[src/rtl/tlm_pkg.sv]
package tlm_pkg;
  localparam int unsigned NCH = 3;
  localparam int unsigned DW  = 8;
  localparam int unsigned RW  = 8;

  localparam logic [RW-1:0] IDX_STATUS = 8'h62;
  localparam logic [RW-1:0] IDX_BEEP   = 8'h63;
  localparam logic [RW-1:0] IDX_OEN    = 8'h66;

  // bit offsets of channel 1 in each field group
  localparam int unsigned OVT_LSB      = 5;
  localparam int unsigned HIGH_LSB     = 1;
  localparam int unsigned ALERT_EN_LSB = 5;
  localparam int unsigned OVT_EN_LSB   = 1;

  // comparator kinds inside one channel
  localparam int unsigned K_HIGH = 0;
  localparam int unsigned K_OVT  = 1;
  localparam int unsigned NK     = 2;

  function automatic logic [RW-1:0] used_mask();
    logic [RW-1:0] m;
    m = '0;
    for (int c = 0; c < NCH; c++) begin
      m[OVT_LSB + c]  = 1'b1;
      m[HIGH_LSB + c] = 1'b1;
    end
    return m;
  endfunction
endpackage

[src/rtl/hyst_cmp.sv]
module hyst_cmp #(
  parameter int unsigned W = 8
) (
  input  logic         clk,
  input  logic         rst_n,
  input  logic [W-1:0] sample,
  input  logic [W-1:0] limit,
  input  logic [W-1:0] hyst,
  output logic         flag
);
  logic [W-1:0] clr_pt;
  logic         above;
  logic         below;

  // clear point saturates at zero
  assign clr_pt = (limit > hyst) ? (limit - hyst) : '0;
  assign above  = sample > limit;
  assign below  = sample < clr_pt;

  always_ff @(posedge clk or negedge rst_n) begin
    if (!rst_n)     flag <= 1'b0;
    else if (above) flag <= 1'b1;
    else if (below) flag <= 1'b0;
  end


  set_above_chk: assert property (@(posedge clk) disable iff (!rst_n)
    (sample > limit) |=> flag);


  clear_below_chk: assert property (@(posedge clk) disable iff (!rst_n)
    ((limit > hyst) && (sample < limit - hyst)) |=> !flag);


  sat_no_clear_chk: assert property (@(posedge clk) disable iff (!rst_n)
    (flag && (hyst >= limit)) |=> flag);


  hold_band_chk: assert property (@(posedge clk) disable iff (!rst_n)
    ((sample <= limit) && (sample >= clr_pt)) |=> $stable(flag));
endmodule

[src/rtl/chan_monitor.sv]
module chan_monitor
  import tlm_pkg::*;
#(
  parameter int unsigned W = DW
) (
  input  logic              clk,
  input  logic              rst_n,
  input  logic [W-1:0]      sample,
  input  logic [NK*W-1:0]   limits,
  input  logic [W-1:0]      hyst,
  output logic [NK-1:0]     flags
);
  for (genvar k = 0; k < NK; k++) begin : g_cmp
    hyst_cmp #(.W(W)) u_cmp (
      .clk    (clk),
      .rst_n  (rst_n),
      .sample (sample),
      .limit  (limits[k*W +: W]),
      .hyst   (hyst),
      .flag   (flags[k])
    );
  end

  // over-temperature limit is not below the warning one -> both set
  both_set_chk: assert property (@(posedge clk) disable iff (!rst_n)
    ((sample > limits[K_OVT*W +: W]) &&
     (limits[K_OVT*W +: W] >= limits[K_HIGH*W +: W]))
    |=> (flags == {NK{1'b1}}));
endmodule

[src/rtl/tlm_regs.sv]
module tlm_regs
  import tlm_pkg::*;
(
  input  logic          clk,
  input  logic          rst_n,
  input  logic [RW-1:0] idx,
  input  logic          wr,
  input  logic [RW-1:0] wdata,
  input  logic [RW-1:0] status,
  output logic [RW-1:0] beep_en,
  output logic [RW-1:0] oen,
  output logic [RW-1:0] rdata
);
  localparam logic [RW-1:0] WMASK = used_mask();

  always_ff @(posedge clk or negedge rst_n) begin
    if (!rst_n) begin
      beep_en <= '0;
      oen     <= '0;
    end else if (wr) begin
      if (idx == IDX_BEEP) beep_en <= wdata & WMASK;
      if (idx == IDX_OEN)  oen     <= wdata & WMASK;
    end
  end

  always_comb begin
    unique case (idx)
      IDX_STATUS: rdata = status & WMASK;
      IDX_BEEP:   rdata = beep_en;
      IDX_OEN:    rdata = oen;
      default:    rdata = '0;
    endcase
  end


  status_wr_inert_chk: assert property (@(posedge clk) disable iff (!rst_n)
    (wr && idx == IDX_STATUS) |=> ($stable(beep_en) && $stable(oen)));


  reserved_zero_chk: assert property (@(posedge clk) disable iff (!rst_n)
    ((beep_en & ~WMASK) == '0) && ((oen & ~WMASK) == '0));
endmodule

[src/rtl/temp_limit_monitor.sv]
module temp_limit_monitor
  import tlm_pkg::*;
(
  input  logic              clk,
  input  logic              rst_n,
  input  logic [NCH*DW-1:0] temp_i,
  input  logic [NCH*DW-1:0] high_lim_i,
  input  logic [NCH*DW-1:0] ovt_lim_i,
  input  logic [NCH*DW-1:0] hyst_i,
  input  logic [RW-1:0]     reg_idx_i,
  input  logic              reg_wr_i,
  input  logic [RW-1:0]     reg_wdata_i,
  output logic [RW-1:0]     reg_rdata_o,
  output logic              beep_o,
  output logic              alert_o,
  output logic              ovt_o
);
  logic [NCH-1:0] high_f;
  logic [NCH-1:0] ovt_f;
  logic [RW-1:0]  status;
  logic [RW-1:0]  beep_en;
  logic [RW-1:0]  oen;

  for (genvar c = 0; c < NCH; c++) begin : g_ch
    logic [NK-1:0] fl;
    chan_monitor #(.W(DW)) u_ch (
      .clk    (clk),
      .rst_n  (rst_n),
      .sample (temp_i[c*DW +: DW]),
      .limits ({ovt_lim_i[c*DW +: DW], high_lim_i[c*DW +: DW]}),
      .hyst   (hyst_i[c*DW +: DW]),
      .flags  (fl)
    );
    assign high_f[c] = fl[K_HIGH];
    assign ovt_f[c]  = fl[K_OVT];
  end

  always_comb begin
    status = '0;
    for (int c = 0; c < NCH; c++) begin
      status[OVT_LSB + c]  = ovt_f[c];
      status[HIGH_LSB + c] = high_f[c];
    end
  end

  tlm_regs u_regs (
    .clk     (clk),
    .rst_n   (rst_n),
    .idx     (reg_idx_i),
    .wr      (reg_wr_i),
    .wdata   (reg_wdata_i),
    .status  (status),
    .beep_en (beep_en),
    .oen     (oen),
    .rdata   (reg_rdata_o)
  );

  assign beep_o  = |(status & beep_en);
  assign alert_o = |(high_f & oen[ALERT_EN_LSB +: NCH]);
  assign ovt_o   = |(ovt_f & oen[OVT_EN_LSB +: NCH]);


  beep_src_chk: assert property (@(posedge clk) disable iff (!rst_n)
    beep_o |-> (reg_idx_i != IDX_STATUS || reg_rdata_o != '0));


  alert_src_chk: assert property (@(posedge clk) disable iff (!rst_n)
    alert_o |-> (high_f != '0));


  ovt_src_chk: assert property (@(posedge clk) disable iff (!rst_n)
    ovt_o |-> (ovt_f != '0));


  unmapped_zero_chk: assert property (@(posedge clk) disable iff (!rst_n)
    (reg_idx_i != IDX_STATUS && reg_idx_i != IDX_BEEP && reg_idx_i != IDX_OEN)
    |-> (reg_rdata_o == '0));


  rsvd_bits_chk: assert property (@(posedge clk) disable iff (!rst_n)
    (reg_rdata_o[4] == 1'b0) && (reg_rdata_o[0] == 1'b0));
endmodule

[config.mk]
export PLATFORM = sky130hd
export DESIGN_NAME = temp_limit_monitor
export DESIGN_NICKNAME = d
export VERILOG_FILES = /design/src/rtl/tlm_pkg.sv /design/src/rtl/hyst_cmp.sv /design/src/rtl/chan_monitor.sv /design/src/rtl/tlm_regs.sv /design/src/rtl/temp_limit_monitor.sv
export SDC_FILE = /design/constraint.sdc
export NUM_CORES = 1
export LEC_CHECK = 0
export ABC_AREA = 1
export BUFFER_PORTS_ARGS = -buffer_cell sky130_fd_sc_hd__buf_2
export CORE_MARGIN = 2
export CORE_UTILIZATION = 55
export DETAILED_ROUTE_END_ITERATION = 8
export GPL_TIMING_DRIVEN = 0
export PLACE_DENSITY = 0.9
export RECOVER_POWER = 100
export SYNTH_ARGS = -nofsm -noshare
export SYNTH_HDL_FRONTEND = slang
export SYNTH_SLANG_ARGS = --single-unit
[constraint.sdc]
create_clock -name clk -period 1.43 [get_ports clk]
set_input_delay 0.143 -clock clk [delete_from_list [all_inputs] [get_ports clk]]
set_output_delay 0.143 -clock clk [all_outputs]
set_load 0.1 [all_outputs]
==> metrics.log <==
[metrics] power per cell area: 551 nW/µm²
[metrics] fraction of synthesis flops using an asynchronous set or reset pin: 1.00
[metrics] clock transition time at the flip-flop clock pins of the worst setup and hold paths: 0.07 ns
[metrics] largest net degree at the start of global routing: 19
[metrics] number of cells on the worst hold path: 3
[metrics] crit-path max FO: 3
[metrics] violated checks: negative setup slack
[metrics] leakage: 4.22 nW
[metrics] number of failing setup endpoints in the final timing report: 15
[metrics] total power: 4.26 mW
[metrics] Fin Setup TNS: -6.00 ns
[metrics] synthesized area divided by synthesized cell count: 6.60 µm²
[metrics] relative area change from synthesis to final layout: 38.7%
[metrics] drt first-iter violations: 346
[metrics] sequential cell area fraction in the yosys report: 0.0807
[metrics] post-synthesis cell type count: 42
[metrics] Post-synth EDFFs: 0
[metrics] total number of vias: 6,385
[metrics] main flop type after synthesis: sky130_fd_sc_hd__dfrtp_1
[metrics] antenna diode instance count: 0
[metrics] post-synthesis cell count: 846
[metrics] crit start category: input pin
[metrics] shortest clock period the worst path allows after layout: 2.30 ns
[metrics] class of the most critical setup path: in2reg
[metrics] number of nets in the layout: 1,285
[metrics] residual overflow from global routing: 0
[metrics] height of the chip: 105 µm
[metrics] count of boundary I/O pins: 126
[metrics] average wire per standard cell: 14.8 µm
[metrics] placed wire-length estimate: 12,000 µm
[metrics] relative max-transition margin: 0.351
[metrics] CTS max path bufs: 2
[metrics] Core Rows: 36
[metrics] initial core utilization: 0.568
[metrics] number of max-capacitance violations reported: 0
[metrics] antenna violations before repair: 0
[metrics] IO buf count: 121
[metrics] number of iterations in the first detailed-routing pass: 5
[metrics] layout cell share with drive strength beyond 1: 0.341
[metrics] Max VDD drop: 0.437 mV
[metrics] register area: 450 µm²
[metrics] TritonCTS clock tree: done
[metrics] highest achievable clock rate: 435 MHz
[metrics] CTS H-tree lvls: 1
[metrics] post-synthesis register bit count: 18
[metrics] min-delay worst type: in2reg
[metrics] global-route wire length before repair: 27,000 µm
[metrics] arrival time reported for the critical path endpoint: 2.44 ns
[metrics] number of cell instances on the worst register-to-register path: 1
[metrics] last weighted congestion value of the routability-driven placer: 0.925
[metrics] RSZ-0062 raised after global routing: true
[metrics] die boundary width: 105 µm
[metrics] cell area after synthesis: 5580 µm²
[metrics] cts bufs inserted: 3
[metrics] Util after Layout: 0.788
[metrics] Root Buffer Master: sky130_fd_sc_hd__clkbuf_8
[metrics] via/cell ratio: 5.51
[metrics] clk sinks: 18
[metrics] required arrival time at the worst endpoint: 1.57 ns
[metrics] worst hold slack: 0.117 ns
[metrics] register-to-register setup slack: 0.62 ns
[metrics] total number of yosys warnings: 0
[metrics] total length of routed wires: 17,100 µm
[metrics] core area: 9820 µm²
[metrics] clock latency at the later pin of the worst-skew pair: 0.26 ns
[metrics] remaining antenna violation count: 0
[metrics] sort of element at the end of the critical path: flip-flop
[metrics] number of global-route vias before repair: 6,297
[metrics] Max Slew Vio Count: 0
[metrics] layout filler cell count: 612
[metrics] Final Cycle Share: 1.61
[metrics] Layout Skew: 0 ns
[metrics] GR Util All Layers: 0.291
[metrics] result of the run: finished with violations
[metrics] area of the multi-input gates: 5050 µm²
[metrics] final hold violation count: 0
[metrics] total die area: 11,000 µm²
[metrics] DRC Markers: 0
[metrics] min setup slack post-route: -0.869 ns
[metrics] Worst Max-Slew Pin Slew: 0.973 ns
## cells in the final DEF, fill, tap and decap left out, types with 6 or more instances in the layout
cell type	Yosys	layout
sky130_fd_sc_hd__inv_8	0	6
sky130_fd_sc_hd__o221ai_4	0	6
sky130_fd_sc_hd__fa_2	0	6
sky130_fd_sc_hd__and2_4	1	6
sky130_fd_sc_hd__buf_12	0	6
sky130_fd_sc_hd__o21ai_0	12	11
sky130_fd_sc_hd__nand4_1	20	20
sky130_fd_sc_hd__buf_4	2	55
sky130_fd_sc_hd__or2_2	17	17
sky130_fd_sc_hd__a21oi_2	0	9
sky130_fd_sc_hd__buf_6	6	10
sky130_fd_sc_hd__nor2_1	34	33
sky130_fd_sc_hd__dfrtp_1	18	18
sky130_fd_sc_hd__a21oi_1	59	50
sky130_fd_sc_hd__inv_1	183	155
sky130_fd_sc_hd__nand2_2	0	29
sky130_fd_sc_hd__ha_1	138	108
sky130_fd_sc_hd__nand3_2	0	8
sky130_fd_sc_hd__buf_2	0	98
sky130_fd_sc_hd__o221ai_1	12	6
sky130_fd_sc_hd__o211ai_1	11	11
sky130_fd_sc_hd__ha_4	0	27
sky130_fd_sc_hd__inv_2	0	19
sky130_fd_sc_hd__xor2_1	6	6
sky130_fd_sc_hd__o21ai_1	11	12
sky130_fd_sc_hd__nand3_1	34	26
sky130_fd_sc_hd__nand2_1	210	182
sky130_fd_sc_hd__buf_8	0	7
sky130_fd_sc_hd__a21boi_2	0	6
## registers in the layout, summed over array words and instances (netlist names)
register / flops
u_regs.beep_en: 6
g_ch.u_ch.g_cmp.u_cmp.flag: 6
u_regs.oen: 6
## final timing paths
check | startpoint | to
max in group asynchronous | rst_n | g_ch[1].u_ch.g_cmp[1].u_cmp.flag
worst max register to register | u_regs.oen[3] | u_regs.oen[3]
worst min-delay path | reg_wdata_i[5] | u_regs.oen[5]
min in group asynchronous | rst_n | u_regs.beep_en[6]
worst min register to register | g_ch[2].u_ch.g_cmp[0].u_cmp.flag | g_ch[2].u_ch.g_cmp[0].u_cmp.flag
worst max-delay path | ovt_lim_i[0] | g_ch[0].u_ch.g_cmp[1].u_cmp.flag
## area by class of cell
type | count | share of cell area
Sequential cell | 18 | 0.0582
Tap cell | 133 | 0.0215
Multi-Input combinational cell | 638 | 0.652
Clock buffer | 4 | 0.00711
Buffer | 2 | 0.00194
Timing Repair Buffer | 180 | 0.164
Inverter | 183 | 0.0955
## per-layer routing
metal | vias to the layer above | GRT usage | wire length, µm
met1 | 2902 | 0.339 | 6830
met2 | 262 | 0.549 | 8740
li1 | 3161 | - | -
met3 | 60 | 0.0162 | 770
met5 | - | 0 | 0
met4 | 0 | 0.122 | 757
## stage by stage
stage | area (µm²) | setup WS, ns | cells
after floorplan | 5840 | -0.908 | 847
after global placement | 6610 | -1.24 | 1101
after detailed placement | 6610 | -1.32 | 1101
after CTS | 7460 | -0.759 | 1152
after global routing | 7740 | -1.03 | 1158
final | 7740 | -0.869 | 1158
## synthesized netlist by cell type (2+ instances only)
cell / count / area (µm²)
sky130_fd_sc_hd__inv_1: 183 / 687
sky130_fd_sc_hd__a31oi_1: 6 / 37.5
sky130_fd_sc_hd__or2_2: 17 / 106
sky130_fd_sc_hd__fa_1: 6 / 120
sky130_fd_sc_hd__xor2_1: 6 / 52.6
sky130_fd_sc_hd__nor2_2: 6 / 37.5
sky130_fd_sc_hd__mux2_2: 2 / 22.5
sky130_fd_sc_hd__mux2_4: 2 / 30.0
sky130_fd_sc_hd__dfrtp_1: 18 / 450
sky130_fd_sc_hd__a221oi_1: 3 / 26.3
sky130_fd_sc_hd__o21a_1: 5 / 37.5
sky130_fd_sc_hd__nor2_1: 34 / 128
sky130_fd_sc_hd__a211oi_1: 6 / 45.0
sky130_fd_sc_hd__buf_4: 2 / 15.0
sky130_fd_sc_hd__a21boi_1: 11 / 82.6
sky130_fd_sc_hd__buf_6: 6 / 67.6
sky130_fd_sc_hd__or2_1: 5 / 31.3
sky130_fd_sc_hd__nand4_1: 20 / 125
sky130_fd_sc_hd__o21ai_1: 11 / 55.1
sky130_fd_sc_hd__o221ai_1: 12 / 105
sky130_fd_sc_hd__o21ai_0: 12 / 60.1
sky130_fd_sc_hd__nor3_1: 2 / 10.0
sky130_fd_sc_hd__o211ai_1: 11 / 82.6
sky130_fd_sc_hd__nand2_1: 210 / 788
sky130_fd_sc_hd__a21oi_1: 59 / 295
sky130_fd_sc_hd__and2_1: 5 / 31.3
sky130_fd_sc_hd__ha_1: 138 / 1730
sky130_fd_sc_hd__nand3_1: 34 / 170
## critical path, cell delays in order
cell and delay (ns):
sky130_fd_sc_hd__buf_8 0.09, sky130_fd_sc_hd__inv_8 0.03, sky130_fd_sc_hd__ha_4 0.15, sky130_fd_sc_hd__fa_2 0.35, sky130_fd_sc_hd__inv_2 0.07, sky130_fd_sc_hd__nand2_2 0.06
sky130_fd_sc_hd__nand2_2 0.07, sky130_fd_sc_hd__buf_4 0.10, sky130_fd_sc_hd__buf_4 0.08, sky130_fd_sc_hd__nand2_1 0.06, sky130_fd_sc_hd__inv_2 0.08, sky130_fd_sc_hd__a31oi_2 0.09
sky130_fd_sc_hd__a21boi_1 0.17, sky130_fd_sc_hd__o21ai_1 0.09, sky130_fd_sc_hd__ha_1 0.27, sky130_fd_sc_hd__nand2_1 0.08, sky130_fd_sc_hd__nor2_1 0.05, sky130_fd_sc_hd__a211oi_1 0.20
sky130_fd_sc_hd__nand2_1 0.09, sky130_fd_sc_hd__nand2_2 0.08, sky130_fd_sc_hd__nand2_2 0.05
## what timing repair did
item / in CTS / in global routing
hold buffers: 1 / 0
hold endpoints to repair: 18 / 0
resized for setup: 118 / 55
gates cloned: 0 / 0
pin swaps: 63 / 33
endpoints found under the setup margin: 15 / 14
buffers inserted: 52 / 9
## kinds of logic after synthesis
family	count (synthesis)	synth area share
and+or+nand+nor	341	0.276
xor gates and xnor gates	6	0.00941
AOI/OAI and AO/OA	141	0.155
muxes	4	0.00941
buffers and inverters	191	0.138
adders and majority gates	144	0.331
DFF	18	0.0807
other	1	0.000672
## power by group
group / switching, mW / total, mW / internal, mW
registers: 0.0667 / 0.640 / 0.574
clock network: 0.175 / 0.420 / 0.245
logic: 1.78 / 3.20 / 1.42
(Power assumes the default switching activity.)
